===== src/rtl/prog_entry_seq.sv =====
module prog_entry_seq #(
  parameter int CLK_HZ  = 125_000_000,
  parameter int RST_CYC = 125
) (
  input  logic clk,
  input  logic rst_n,
  input  logic start,
  input  logic mode,
  output logic busy,
  output logic done,
  output logic ok,
  output logic pwr_en,
  output logic tgt_rst,
  output logic sclk_oe,
  output logic sdata_oe,
  output logic hs_start,
  output logic hs_clk_en,
  input  logic hs_done,
  input  logic hs_fail,
  output logic vec_start,
  output logic vec_id,
  input  logic vec_done
);
  localparam int CYC_MS = CLK_HZ / 1000;
  localparam int CMAX   = (CYC_MS > RST_CYC) ? CYC_MS : RST_CYC;
  localparam int CW     = $clog2(CMAX + 1);

  typedef enum logic [3:0] {
    S_IDLE, S_SET, S_RST, S_ACQG, S_ACQW, S_V1G, S_V1W,
    S_H2G, S_H2W, S_V2G, S_V2W, S_OK, S_ERR
  } st_t;

  st_t state;
  logic [CW-1:0] cnt;
  logic powered;

  wire idle_like = (state == S_IDLE) || (state == S_OK) || (state == S_ERR);

  always_ff @(posedge clk) begin
    if (!rst_n) begin
      state   <= S_IDLE;
      cnt     <= '0;
      powered <= 1'b0;
    end else begin
      case (state)
        S_IDLE, S_OK, S_ERR:
          if (start) begin
            powered <= 1'b1;
            cnt     <= '0;
            state   <= mode ? S_RST : S_SET;
          end
        S_SET:
          if (cnt == CW'(CYC_MS - 1)) state <= S_ACQG;
          else cnt <= cnt + 1'b1;
        S_RST:
          if (cnt == CW'(RST_CYC - 1)) state <= S_V1G;
          else cnt <= cnt + 1'b1;
        S_ACQG: state <= S_ACQW;
        S_ACQW:
          if (hs_done) begin
            if (hs_fail) begin state <= S_ERR; powered <= 1'b0; end
            else state <= S_V1G;
          end
        S_V1G: state <= S_V1W;
        S_V1W: if (vec_done) state <= S_H2G;
        S_H2G: state <= S_H2W;
        S_H2W:
          if (hs_done) begin
            if (hs_fail) begin state <= S_ERR; powered <= 1'b0; end
            else state <= S_V2G;
          end
        S_V2G: state <= S_V2W;
        S_V2W: if (vec_done) state <= S_OK;
        default: state <= S_IDLE;
      endcase
    end
  end

  assign busy      = !idle_like;
  assign done      = (state == S_OK) || (state == S_ERR);
  assign ok        = (state == S_OK);
  assign pwr_en    = powered;
  assign tgt_rst   = (state == S_RST);
  assign sdata_oe  = (state == S_V1G) || (state == S_V1W) || (state == S_V2G) || (state == S_V2W);
  assign sclk_oe   = (state == S_RST) || sdata_oe || (state == S_H2G) || (state == S_H2W) || (state == S_OK);
  assign hs_start  = (state == S_ACQG) || (state == S_H2G);
  assign hs_clk_en = (state == S_H2G) || (state == S_H2W);
  assign vec_start = (state == S_V1G) || (state == S_V2G);
  assign vec_id    = (state == S_V2G) || (state == S_V2W);

  logic [CW-1:0] pwr_age;
  logic          dl_arm;
  logic [CW-1:0] dl_cnt;

  always_ff @(posedge clk) begin
    if (!rst_n || !pwr_en) pwr_age <= '0;
    else if (pwr_age != CW'(CYC_MS)) pwr_age <= pwr_age + 1'b1;
  end

  always_ff @(posedge clk) begin
    if (!rst_n) begin
      dl_arm <= 1'b0;
      dl_cnt <= '0;
    end else if (vec_start) begin
      dl_arm <= 1'b0;
    end else if ((state == S_ACQW && hs_done && !hs_fail) ||
                 (state == S_RST && cnt == CW'(RST_CYC - 1))) begin
      dl_arm <= 1'b1;
      dl_cnt <= '0;
    end else if (dl_arm && dl_cnt != CW'(CYC_MS)) begin
      dl_cnt <= dl_cnt + 1'b1;
    end
  end

  assert_float_before_power_R2: assert property (@(posedge clk) disable iff (!rst_n)
    ($rose(pwr_en) && !tgt_rst) |-> (!sclk_oe && !sdata_oe));
  assert_settle_window_R3: assert property (@(posedge clk) disable iff (!rst_n)
    (hs_start && !sclk_oe) |-> (pwr_age >= CW'(CYC_MS)));
  assert_acquire_no_clock_R4: assert property (@(posedge clk) disable iff (!rst_n)
    (hs_start && !sclk_oe) |-> !hs_clk_en);
  assert_no_handshake_after_last_R6: assert property (@(posedge clk) disable iff (!rst_n)
    (vec_start && vec_id) |=> !hs_start);
  assert_setup_follows_reset_R7: assert property (@(posedge clk) disable iff (!rst_n)
    $fell(tgt_rst) |-> (vec_start && !vec_id));
  assert_first_vector_deadline_R8: assert property (@(posedge clk) disable iff (!rst_n)
    dl_arm |-> (dl_cnt < CW'(CYC_MS)));
  assert_error_cleanup_R9: assert property (@(posedge clk) disable iff (!rst_n)
    ($rose(done) && !ok) |-> (!pwr_en && !sclk_oe && !sdata_oe && !tgt_rst));
endmodule


===== config.mk =====
export PLATFORM = sky130hd
export DESIGN_NAME = prog_entry_seq
export DESIGN_NICKNAME = d
export VERILOG_FILES = /design/src/rtl/prog_entry_seq.sv
export SDC_FILE = /design/constraint.sdc
export NUM_CORES = 1
export LEC_CHECK = 0
export ABC_CLOCK_PERIOD_IN_PS = 3500
export BUFFER_PORTS_ARGS = -buffer_cell sky130_fd_sc_hd__buf_2
export CORE_MARGIN = 3
export CORE_UTILIZATION = 60
export DETAILED_ROUTE_END_ITERATION = 6
export GPL_TIMING_DRIVEN = 0
export PLACE_DENSITY_LB_ADDON = 0.08
export SLEW_MARGIN = 10
export SYNTH_ARGS = -nofsm -noshare
export SYNTH_HDL_FRONTEND = slang
export SYNTH_SLANG_ARGS = --single-unit

===== constraint.sdc =====
create_clock -name clk -period 3.5 [get_ports clk]
set_input_delay 0.7 -clock clk [delete_from_list [all_inputs] [get_ports clk]]
set_output_delay 0.7 -clock clk [all_outputs]
set_load 0.02 [all_outputs]

==> metrics.md, run 1 <==
| Metric | Value |
|---|---|
| Kind of critical path | `register to primary output` |
| Chip Height | `57.22 microns` |
| Worst-Skew Late Latency | `0.30 ns` |
| FF+latch count, synth | `22` |
| Reg2Reg Depth | `6` |
| Via Count | `1,772` |
| CP Launch Type | `register` |
| Core ar. | `0.002340 sq mm` |
| WL final | `4.298 mm` |
| Synth cell types | `45` |
| Dpl hpwl | `3.165 mm` |
| GRT Util Overall | `27.12%` |
| Area delta synth->final | `9.062%` |
| Synthesis Warnings | `0` |
| Clk_skew | `0.001903 ns` |
| Average size of a mapped cell | `7.355 sq um` |
| Multiplexer share of the synthesized area | `1.987%` |
| Cts hold-fix bufs | `0` |
| Register area share after synthesis | `27.98%` |
| # rows | `17` |
| Buffers on Ports | `17` |
| Initial Util | `67.27%` |
| CP required | `2.80 ns` |
| Final setup viols | `0` |
| Ports | `18` |
| RSZ-0062 raised after global routing | `false` |
| Largest family of logic cells by synthesized area | `simple AND/OR/NAND/NOR gates` |
| Power Dens Cells | `681.6 mW/mm^2` |
| Synthesized area | `0.001574 sq mm` |
| Initial antenna violation count | `0` |
| Period minus WS final | `2.799 ns` |
| Final hold vios | `0` |
| Peak Freq | `0.3573 GHz` |
| Nets | `245` |
| Maxcap violations | `0` |
| GPL Wtd Cong | `0.9370` |
| DR WL/cell | `16.40 microns` |
| Syn_nets | `223` |
| Reg-to-Reg Start | `state[3]` |
| Critical path endpoint | `sclk_oe` |
| Hold Crit Class | `register to register` |
| Leakage | `0.5667 nW` |
| # resized after CTS | `0` |
| Worst hold slack | `0.5325 ns` |
| H-tree Lvls | `1` |
| Post-route cell area | `0.001717 sq mm` |
| Slew HR | `39.81%` |
| Reg2reg end | `cnt[5]` |
| Clock sink total | `22` |
| Share of layout cells above drive strength 1 | `12.39%` |
| Grt ovf | `0` |
| Detailed Routing Iterations Pass 1 | `7` |
| Post-Synthesis Cells | `214` |
| Tcrit/Tclk final | `79.97%` |
| Reg2Reg Setup Slack | `1.16 ns` |
| Drt drc | `0` |
| Post-Synth Simple-Gate Area | `31.80%` |
| Number of flops mapped to enable cells by yosys | `0` |
| Worst hold path startpoint | `cnt[10]` |
| Crit-path max FO | `10` |
| Post-CTS Setup Inserts | `0` |
| First-pass GRT wire length | `7.189 mm` |
| Post-synth top flop | `dfxtp_1` |
| Max Root-Sink Buffers | `2` |
| Die area | `0.003274 sq mm` |
| Setup TNS | `0 ns` |
| Setup crit start | `state[2]` |
| Max IR drop VDD | `606.0 uV` |
| CTS tree | `done` |
| CTS clk-pin slew, worst paths | `0.11 ns` |
| Post-place instance area | `0.001694 sq mm` |
| Post-DRT Antenna Nets | `0` |
| Vias in the first global route | `1,539` |
| CP Capture Type | `primary output` |
| CTS Buf Count | `3` |
| Routed vias/inst | `6.763` |
| Drt initial violations | `144` |
| Synth async-reset ratio | `0%` |
| Status | `finished, final reports clean` |
| CTS root buf | `clkbuf_4` |
| Worst Tran Pin Value | `0.8947 ns` |
| Die Wd | `57.22 microns` |
| Largest net degree at the start of global routing | `12` |
| Max Slew Vio Count | `0` |
| Post-synthesis xor/xnor area fraction | `1.113%` |
| Compound-Gate Fraction of Synth Area | `29.73%` |
| Critical path arrival | `2.10 ns` |
| Antenna Cells | `0` |
| Adder-cell share of the synthesized area | `1.590%` |
==> worst max-delay path, stage by stage, from the launching register on <==
cell	delay (ns)
dfxtp_1	0.33
clkbuf_1	0.27
clkbuf_1	0.32
clkbuf_1	0.36
nor2_1	0.09
o31ai_1	0.22
buf_2	0.20
==> area by class of cell <==
cell class,count,area [sq um]
Fill cell,204,623.1
Buffer,15,65.06
Sequential cell,22,440.4
Timing Repair Buffer,17,85.08
Tap cell,28,35.03
Inverter,7,26.28
Clock buffer,3,22.52
Multi-Input combinational cell,170,1042
==> worst min-delay path by stage <==
stage               cells after the start  slack, ns      end
finish                                  1       0.53  cnt[10]
global route                            1       0.56   cnt[5]
CTS                                     1       0.53  cnt[10]
detailed placement                      1       0.51   pwr_en
global placement                        1       0.48   pwr_en
floorplan                               1       0.47  cnt[16]
==> logic make-up (layout without fill, tap and decap cells) <==
family,Yosys count,count (layout)
compound gates,66,66
mux,3,3
simple gates,97,97
fa+ha+maj,2,2
flops,22,22
xor+xnor,2,2
buf+inv,22,42
==> report_power, final <==
part           total [mW]  switching (mW)  leakage [nW]  internal, mW
Clock               0.113          0.0728        0.0138        0.0402
Sequential          0.301          0.0235         0.178         0.277
Combinational       0.756           0.502         0.375         0.254
==> cells in the final DEF (no fill, tap or decap), types with 2 or more instances in the layout <==
cell | synthesis | final
a311oi_1 | 5 | 5
or3_1 | 3 | 3
nand4_1 | 4 | 4
a31oi_1 | 4 | 4
dfxtp_1 | 22 | 22
o31ai_1 | 8 | 8
o311ai_0 | 5 | 5
a32o_1 | 2 | 2
buf_2 | 4 | 21
xnor2_1 | 2 | 2
o22ai_1 | 4 | 4
and4_1 | 2 | 2
nor4_1 | 6 | 6
nand3_1 | 12 | 12
nand2_1 | 20 | 20
clkbuf_4 | 0 | 3
nand2b_1 | 8 | 8
a221oi_1 | 2 | 2
nor3_1 | 7 | 7
clkbuf_1 | 10 | 10
nor2b_1 | 4 | 4
and2_1 | 3 | 3
o21ai_0 | 13 | 13
a21oi_1 | 9 | 9
nor4b_1 | 3 | 3
nor2_1 | 20 | 20
ha_1 | 2 | 2
a41oi_1 | 3 | 3
inv_1 | 6 | 6
mux2i_1 | 2 | 2
o211ai_1 | 4 | 4
==> cells in the mapped netlist (all sizes together) (5+ instances only) <==
cell / number / share of area [%]
clkbuf: 10 / 2.4
buf: 5 / 1.7
nor4: 6 / 2.4
nand2b: 8 / 3.2
inv: 6 / 1.4
nor3: 7 / 2.2
o311ai: 5 / 2.8
nand2: 20 / 4.8
dfxtp: 22 / 28
o21ai: 13 / 4.1
a21oi: 10 / 3.4
nor2: 20 / 4.8
a311oi: 5 / 2.8
nand3: 12 / 3.8
o31ai: 8 / 3.8
==> sequential cells by signal, summed over array words and instances (netlist names) <==
signal	count
cnt	17
state	4
pwr_en	1
==> routing by layer <==
metal	global-route usage [%]	wire, microns	vias up
li1	-	-	856
met1	40.47	1982	821
met2	40.46	1862	89
met3	4.751	401	6
met4	6.623	51	0
met5	0	0	-
==> stage by stage <==
step                util (%)  power [mW]  worst slack, ns  instances
floorplan                  -      0.8533            1.096        214
global placement       72.41       1.020            1.141        259
detailed placement     72.41       1.045            1.059        259
CTS                    73.37       1.157           0.7118        262
global route           73.37       1.264           0.4825        262
finish                 73.37       1.170           0.7010        262
Note: power is estimated with default switching activity, not from simulation.
==> run 2: changes to the inputs <==
Settings changed: ABC_CLOCK_PERIOD_IN_PS 3500 to 2650, CORE_UTILIZATION 60 to 58.
Clock period 3.5 ns to 2.65 ns, I/O delays scaled along.
==> run 2 against run 1 <==
Design area is 1.1% higher; clock skew is 0.0073 ns higher; largest power group unchanged; global-route usage is 0.74 points lower; worst hold slack worse by 0.017 ns; largest cell class unchanged; utilization is 4.6 points lower; highest routed layer unchanged.
==> metrics.md, run 2 (same netlist as run 1, synthesis figures left out) <==
| Metric | Value |
|---|---|
| Critical path arrival | `1.89 ns (was 2.10 ns)` |
| Power, Total | `1.588 mW (was 1.170 mW)` |
| Max IR drop VDD | `697.3 uV (was 606.0 uV)` |
| Power Dens Cells | `915.1 mW/mm^2 (was 681.6 mW/mm^2)` |
| Most frequent cells in the layout | `22 x dfxtp_1, 21 x buf_2, 20 x nor2_1, 20 x nand2_1, 13 x o21ai_0 (unchanged)` |
| Clk_skew | `0.009238 ns (was 0.001903 ns)` |
| Grt ovf | `0 (unchanged)` |
| Final hold vios | `0 (unchanged)` |
| WL final | `4.337 mm (was 4.298 mm)` |
| Die Wd | `58.10 microns (was 57.22 microns)` |
| Setup TNS | `0 ns (unchanged)` |
| Worst Tran Pin Value | `0.8550 ns (was 0.8947 ns)` |
| Slew HR | `42.47% (was 39.81%)` |
| CP Buf/Inv Count | `4 (unchanged)` |
| Kind of critical path | `register to primary output (unchanged)` |
| CTS clk-pin slew, worst paths | `0.12 ns (was 0.11 ns)` |
| Largest register FFs | `17 (unchanged)` |
| First-pass GRT wire length | `7.079 mm (was 7.189 mm)` |
| Final core occ | `68.80% (was 73.37%)` |
| # rows | `18 (was 17)` |
| Worst hold slack | `0.5157 ns (was 0.5325 ns)` |
| CTS tree | `done (unchanged)` |
| Share of layout cells above drive strength 1 | `13.62% (was 12.39%)` |
| Peak Freq | `0.4132 GHz` |
| Hold Crit Class | `register to register (unchanged)` |
| Family with the most delay on the worst path | `buffers and inverters (unchanged)` |
| Area of the multi-input gates | `0.001042 sq mm (unchanged)` |
| DR WL/cell | `16.37 microns (was 16.40 microns)` |
| RSZ-0062 raised after global routing | `false (unchanged)` |
| Crit-path max FO | `10 (unchanged)` |
| Area delta synth->final | `10.25% (was 9.062%)` |
| Drt initial violations | `127 (was 144)` |
| CP Launch Type | `register (unchanged)` |
| Clock sink total | `22 (unchanged)` |
| Worst path most repeated cell | `clkbuf_2 (was clkbuf_1)` |
| DP Cell Count | `261 (was 259)` |
| Post-DRT Antenna Nets | `0 (unchanged)` |
| Initial antenna violation count | `0 (unchanged)` |
| CTS Buf Count | `3 (unchanged)` |
| Chip Height | `58.10 microns (was 57.22 microns)` |
| Leakage | `0.5807 nW (was 0.5667 nW)` |
| Critical-path top delay cell | `dfxtp_1 (was clkbuf_1)` |
| GPL Wtd Cong | `0.8732 (was 0.9370)` |
| Max Root-Sink Buffers | `2 (unchanged)` |
| CTS root buf | `clkbuf_4 (unchanged)` |
| Max Slew Vio Count | `0 (unchanged)` |
| Cts hold-fix bufs | `0 (unchanged)` |
| GRT Util Overall | `26.37% (was 27.12%)` |
| Die area | `0.003375 sq mm (was 0.003274 sq mm)` |
| Commonest non-fill, non-tap cell in the layout | `dfxtp_1 (unchanged)` |
| Cell Chain, Critical Path | `clkbuf_1 -> clkbuf_2 -> clkbuf_2 -> nor2_1 -> o31ai_1 -> buf_2 (was clkbuf_1 -> clkbuf_1 -> clkbuf_1 -> nor2_1 -> o31ai_1 -> buf_2)` |
| Non-filler cells, final | `265 (was 262)` |
| Dpl hpwl | `3.173 mm (was 3.165 mm)` |
| Maxcap violations | `0 (unchanged)` |
| CP peak stage delay | `0.33 ns (was 0.36 ns)` |
| Largest net degree at the start of global routing | `13 (was 12)` |
| Buffers on Ports | `17 (unchanged)` |
| H-tree Lvls | `1 (unchanged)` |
| CP Capture Type | `primary output (unchanged)` |
| Layout fillers | `241 (was 204)` |
| Ports | `18 (unchanged)` |
| Largest Register | `cnt (unchanged)` |
| Seq. cell area | `440.4 sq um (unchanged)` |
| Status | `finished, final reports clean (unchanged)` |
| Drt drc | `0 (unchanged)` |
| Via Count | `1,786 (was 1,772)` |
| Period minus WS final | `2.420 ns` |
| Routed vias/inst | `6.740 (was 6.763)` |
| Detailed Routing Iterations Pass 1 | `4 (was 7)` |
| Tcrit/Tclk final | `91.33%` |
| Core ar. | `0.002522 sq mm (was 0.002340 sq mm)` |
| Vias in the first global route | `1,559 (was 1,539)` |
| Antenna Cells | `0 (unchanged)` |
| Final setup viols | `0 (unchanged)` |
| Nets | `245 (unchanged)` |
| Worst-Skew Late Latency | `0.32 ns (was 0.30 ns)` |
| Initial Util | `62.40% (was 67.27%)` |
| CP required | `2.12 ns (was 2.80 ns)` |
## run 2: cell types whose count changed in the layout (fill, tap and decap cells not counted), sizes merged
cell	change
clkbuf	+1
## run 2: layer usage
| metal | share of wire, % | up-vias | routed length (microns) | GRT usage [%] |
|---|---|---|---|---|
| met3 | 11 | 7 | 460 | 7.127 |
| met5 | 0 | - | 0 | 0 |
| met1 | 44 | 823 | 1887 | 38.71 |
| met2 | 45 | 94 | 1935 | 38.06 |
| li1 | - | 862 | - | - |
| met4 | 1.2 | 0 | 54 | 6.623 |
## run 2: what timing repair did
item,in CTS,in global routing
pin swaps,0,0
setup buffers,0,0
setup endpoints to repair,1,1
gates resized for setup,1,2
## run 2: final timing paths
kind | endpoint | slack (ns) | cells after the start | start
min | pwr_en | 0.52 | 1 | pwr_en
min reg2reg | pwr_en | 0.52 | 1 | pwr_en
max reg2reg | cnt[4] | 0.26 | 6 | state[3]
max | sclk_oe | 0.23 | 6 | state[2]
## run 2: power breakdown
group	total (mW)	leakage [nW]	switching, mW	internal, mW
combinational	1.01	0.382	0.667	0.339
clock	0.186	0.0210	0.101	0.0841
sequential	0.397	0.178	0.0305	0.366
## run 2: layout make-up
cell class,instances,area share (%)
inverter,7,1.514
tap,30,2.163
timing repair buffer,17,4.903
sequential,22,25.38
clock buffer,4,2.091
multi-input combinational,170,60.06
buffer,15,3.893
## run 2: metrics by stage
step	instance area (sq um)	setup slack (ns)
after floorplan	1574	0.2577
after global placement	1697	0.3980
after detailed placement	1697	0.3217
after CTS	1734	0.1021
after global routing	1735	0.06146
final	1735	0.2299
==> run 3: changes to the inputs <==
Settings changed: CORE_MARGIN 3 to 1.
==> run 3 against run 2 <==
Sequential share of layout area decreased by 0.16 points; clock-buffer cell count decreased by 1; global-route usage increased by 5.3 points; sequential cell count unchanged; via count decreased by 0.39%; largest power group unchanged.
==> metrics.md, run 3 (same netlist as run 1, synthesis figures left out) <==
| Metric | Value |
|---|---|
| Clock sink total | `22 (unchanged)` |
| Critical Path Stages | `5 (was 6)` |
| Hold Crit Class | `register to register (unchanged)` |
| Power Dens Cells | `952.4 mW/mm^2 (was 915.1 mW/mm^2)` |
| Drt drc | `0 (unchanged)` |
| Reg2Reg Setup Slack | `0.24 ns (was 0.26 ns)` |
| Family with the most delay on the worst path | `buffers and inverters (unchanged)` |
| DR WL/cell | `16.27 microns (was 16.37 microns)` |
| Die Wd | `54.10 microns (was 58.10 microns)` |
| Post-DRT Antenna Nets | `0 (unchanged)` |
| CTS root buf | `clkbuf_4 (unchanged)` |
| Chip Height | `54.10 microns (was 58.10 microns)` |
| Core ar. | `0.002522 sq mm (unchanged)` |
| Ports | `18 (unchanged)` |
| Via Count | `1,779 (was 1,786)` |
| Power, Total | `1.664 mW (was 1.588 mW)` |
| Max Slew Vio Count | `0 (unchanged)` |
| Dpl hpwl | `3.041 mm (was 3.173 mm)` |
| Critical path endpoint | `hs_clk_en (was sclk_oe)` |
| Routed vias/inst | `6.739 (was 6.740)` |
| Largest net degree at the start of global routing | `14 (was 13)` |
| CP required | `2.12 ns (about the same)` |
| First-pass GRT wire length | `6.644 mm (was 7.079 mm)` |
| Crit-path max FO | `19 (was 10)` |
| Reg2reg end | `cnt[4] (unchanged)` |
| Max Root-Sink Buffers | `2 (unchanged)` |
| WL met2 | `1.858 mm (was 1.935 mm)` |
| CP peak stage delay | `0.37 ns (was 0.33 ns)` |
| Status | `finished, final reports clean (unchanged)` |
| Nets | `244 (was 245)` |
| CP Buf/Inv Count | `3 (was 4)` |
| Drt initial violations | `112 (was 127)` |
| Worst Tran Pin Value | `0.7824 ns (was 0.8550 ns)` |
| Largest Register | `cnt (unchanged)` |
| Non-filler cells, final | `264 (was 265)` |
| H-tree Lvls | `1 (unchanged)` |
| Reg2Reg Depth | `6 (unchanged)` |
| Period minus WS final | `2.444 ns (was 2.420 ns)` |
| Vias in the first global route | `1,408 (was 1,559)` |
| Worst-Skew Late Latency | `0.32 ns (about the same)` |
| Grt ovf | `0 (unchanged)` |
| Final hold vios | `0 (unchanged)` |
| CTS clk-pin slew, worst paths | `0.13 ns (was 0.12 ns)` |
| GPL Wtd Cong | `1.016 (was 0.8732)` |
| Critical-path top delay cell | `clkbuf_2 (was dfxtp_1)` |
| Slew HR | `47.44% (was 42.47%)` |
| WL final | `4.294 mm (was 4.337 mm)` |
| Share of layout cells above drive strength 1 | `13.25% (was 13.62%)` |
| Metal3 WL | `441 microns (was 460 microns)` |
| Initial antenna violation count | `0 (unchanged)` |
| Final setup viols | `0 (unchanged)` |
| Commonest non-fill, non-tap cell in the layout | `dfxtp_1 (unchanged)` |
| Post-CTS Setup Inserts | `0 (unchanged)` |
| Clk_skew | `0.006950 ns (was 0.009238 ns)` |
| Die area | `0.002926 sq mm (was 0.003375 sq mm)` |
| Kind of critical path | `register to primary output (unchanged)` |
| Peak Freq | `0.4091 GHz (was 0.4132 GHz)` |
| CP Capture Type | `primary output (unchanged)` |
| Largest register FFs | `17 (unchanged)` |
| Area delta synth->final | `10.97% (was 10.25%)` |
| Max IR drop VDD | `808.3 uV (was 697.3 uV)` |
| CTS Buf Count | `3 (unchanged)` |
| Reg-to-Reg Start | `state[3] (unchanged)` |
| Setup crit start | `state[2] (unchanged)` |
| Highest metal used | `met4 (unchanged)` |
| Most frequent cells in the layout | `22 x dfxtp_1, 21 x buf_2, 20 x nor2_1, 20 x nand2_1, 13 x o21ai_0 (unchanged)` |
| M1 WL | `1.956 mm (was 1.887 mm)` |
| GRT Util Overall | `31.72% (was 26.37%)` |
| Initial Util | `62.40% (unchanged)` |
| CP Launch Type | `register (unchanged)` |
| Maxcap violations | `0 (unchanged)` |
| Buffers on Ports | `17 (unchanged)` |
| Cell Chain, Critical Path | `clkbuf_1 -> clkbuf_2 -> nor2_1 -> a32o_1 -> buf_2 (was clkbuf_1 -> clkbuf_2 -> clkbuf_2 -> nor2_1 -> o31ai_1 -> buf_2)` |
| Tcrit/Tclk final | `92.23% (was 91.33%)` |
| DP Cell Count | `261 (unchanged)` |
| Antenna Cells | `0 (unchanged)` |
| Leakage | `0.5830 nW (was 0.5807 nW)` |
| RSZ-0062 raised after global routing | `false (unchanged)` |
| Cts hold-fix bufs | `0 (unchanged)` |
| CTS tree | `done (unchanged)` |
| # rows | `18 (unchanged)` |
| Critical path arrival | `1.91 ns (was 1.89 ns)` |
| Setup TNS | `0 ns (unchanged)` |
| Detailed Routing Iterations Pass 1 | `5 (was 4)` |
-- run 3: layout make-up --
type                    count  area (sq um)
clock inverters             1         30.03
clock buffers               3         22.52
flip-flops and latches     22         440.4
fillers                   222         775.7
repair buffers             17         85.08
inverters                   7         26.28
plain buffers              14         62.56
multi-input cells         170          1042
well taps                  30         37.54
-- run 3: how the worst min path moves through the flow --
stage	from	slack, ns	depth (start not counted)	end
2_1_floorplan	cnt[16]	0.47	1	cnt[16]
3_3_place_gp	pwr_en	0.48	1	pwr_en
3_5_place_dp	pwr_en	0.49	1	pwr_en
4_1_cts	pwr_en	0.52	1	pwr_en
5_1_grt	cnt[5]	0.55	1	cnt[5]
6_report	pwr_en	0.52	1	pwr_en
-- run 3: repair_timing --
action	CTS	global route
gates cloned	0	0
gates resized for setup	1	0
endpoints found under the setup margin	1	1
-- run 3: metrics by stage --
stage | hold slack, ns | worst slack (ns) | area [sq um] | util, %
5_1_grt | 0.5505 | 0.05466 | 1747 | 69.25
4_1_cts | 0.5208 | 0.08986 | 1750 | 69.39
3_3_place_gp | 0.4767 | 0.4216 | 1697 | 67.26
6_report | 0.5152 | 0.2058 | 1747 | 69.25
3_5_place_dp | 0.4866 | 0.3372 | 1697 | 67.26
2_1_floorplan | 0.4662 | 0.2577 | 1574 | -
-- run 3: worst reg2reg max path: stages, from the launching register on --
cell and delay (ns):
dfxtp_1 0.35, buf_2 0.19, nor3_1 0.67, a221oi_1 0.22
clkbuf_1 0.29, o311ai_0 0.45, o31ai_1 0.13
-- run 3: per-layer routing --
metal / global-route usage [%] / up-vias
li1: - / 860
met1: 48.14 / 820
met2: 45.06 / 92
met3: 4.237 / 7
met4: 10.68 / 0
met5: 0 / -
-- run 3: report_power, final --
group / switching (mW) / total, mW / leakage [nW] / internal [mW]
sequential: 0.0291 / 0.395 / 0.178 / 0.366
clock: 0.110 / 0.263 / 0.0279 / 0.153
combinational: 0.670 / 1.00 / 0.377 / 0.335
total: 0.810 / 1.66 / 0.583 / 0.854
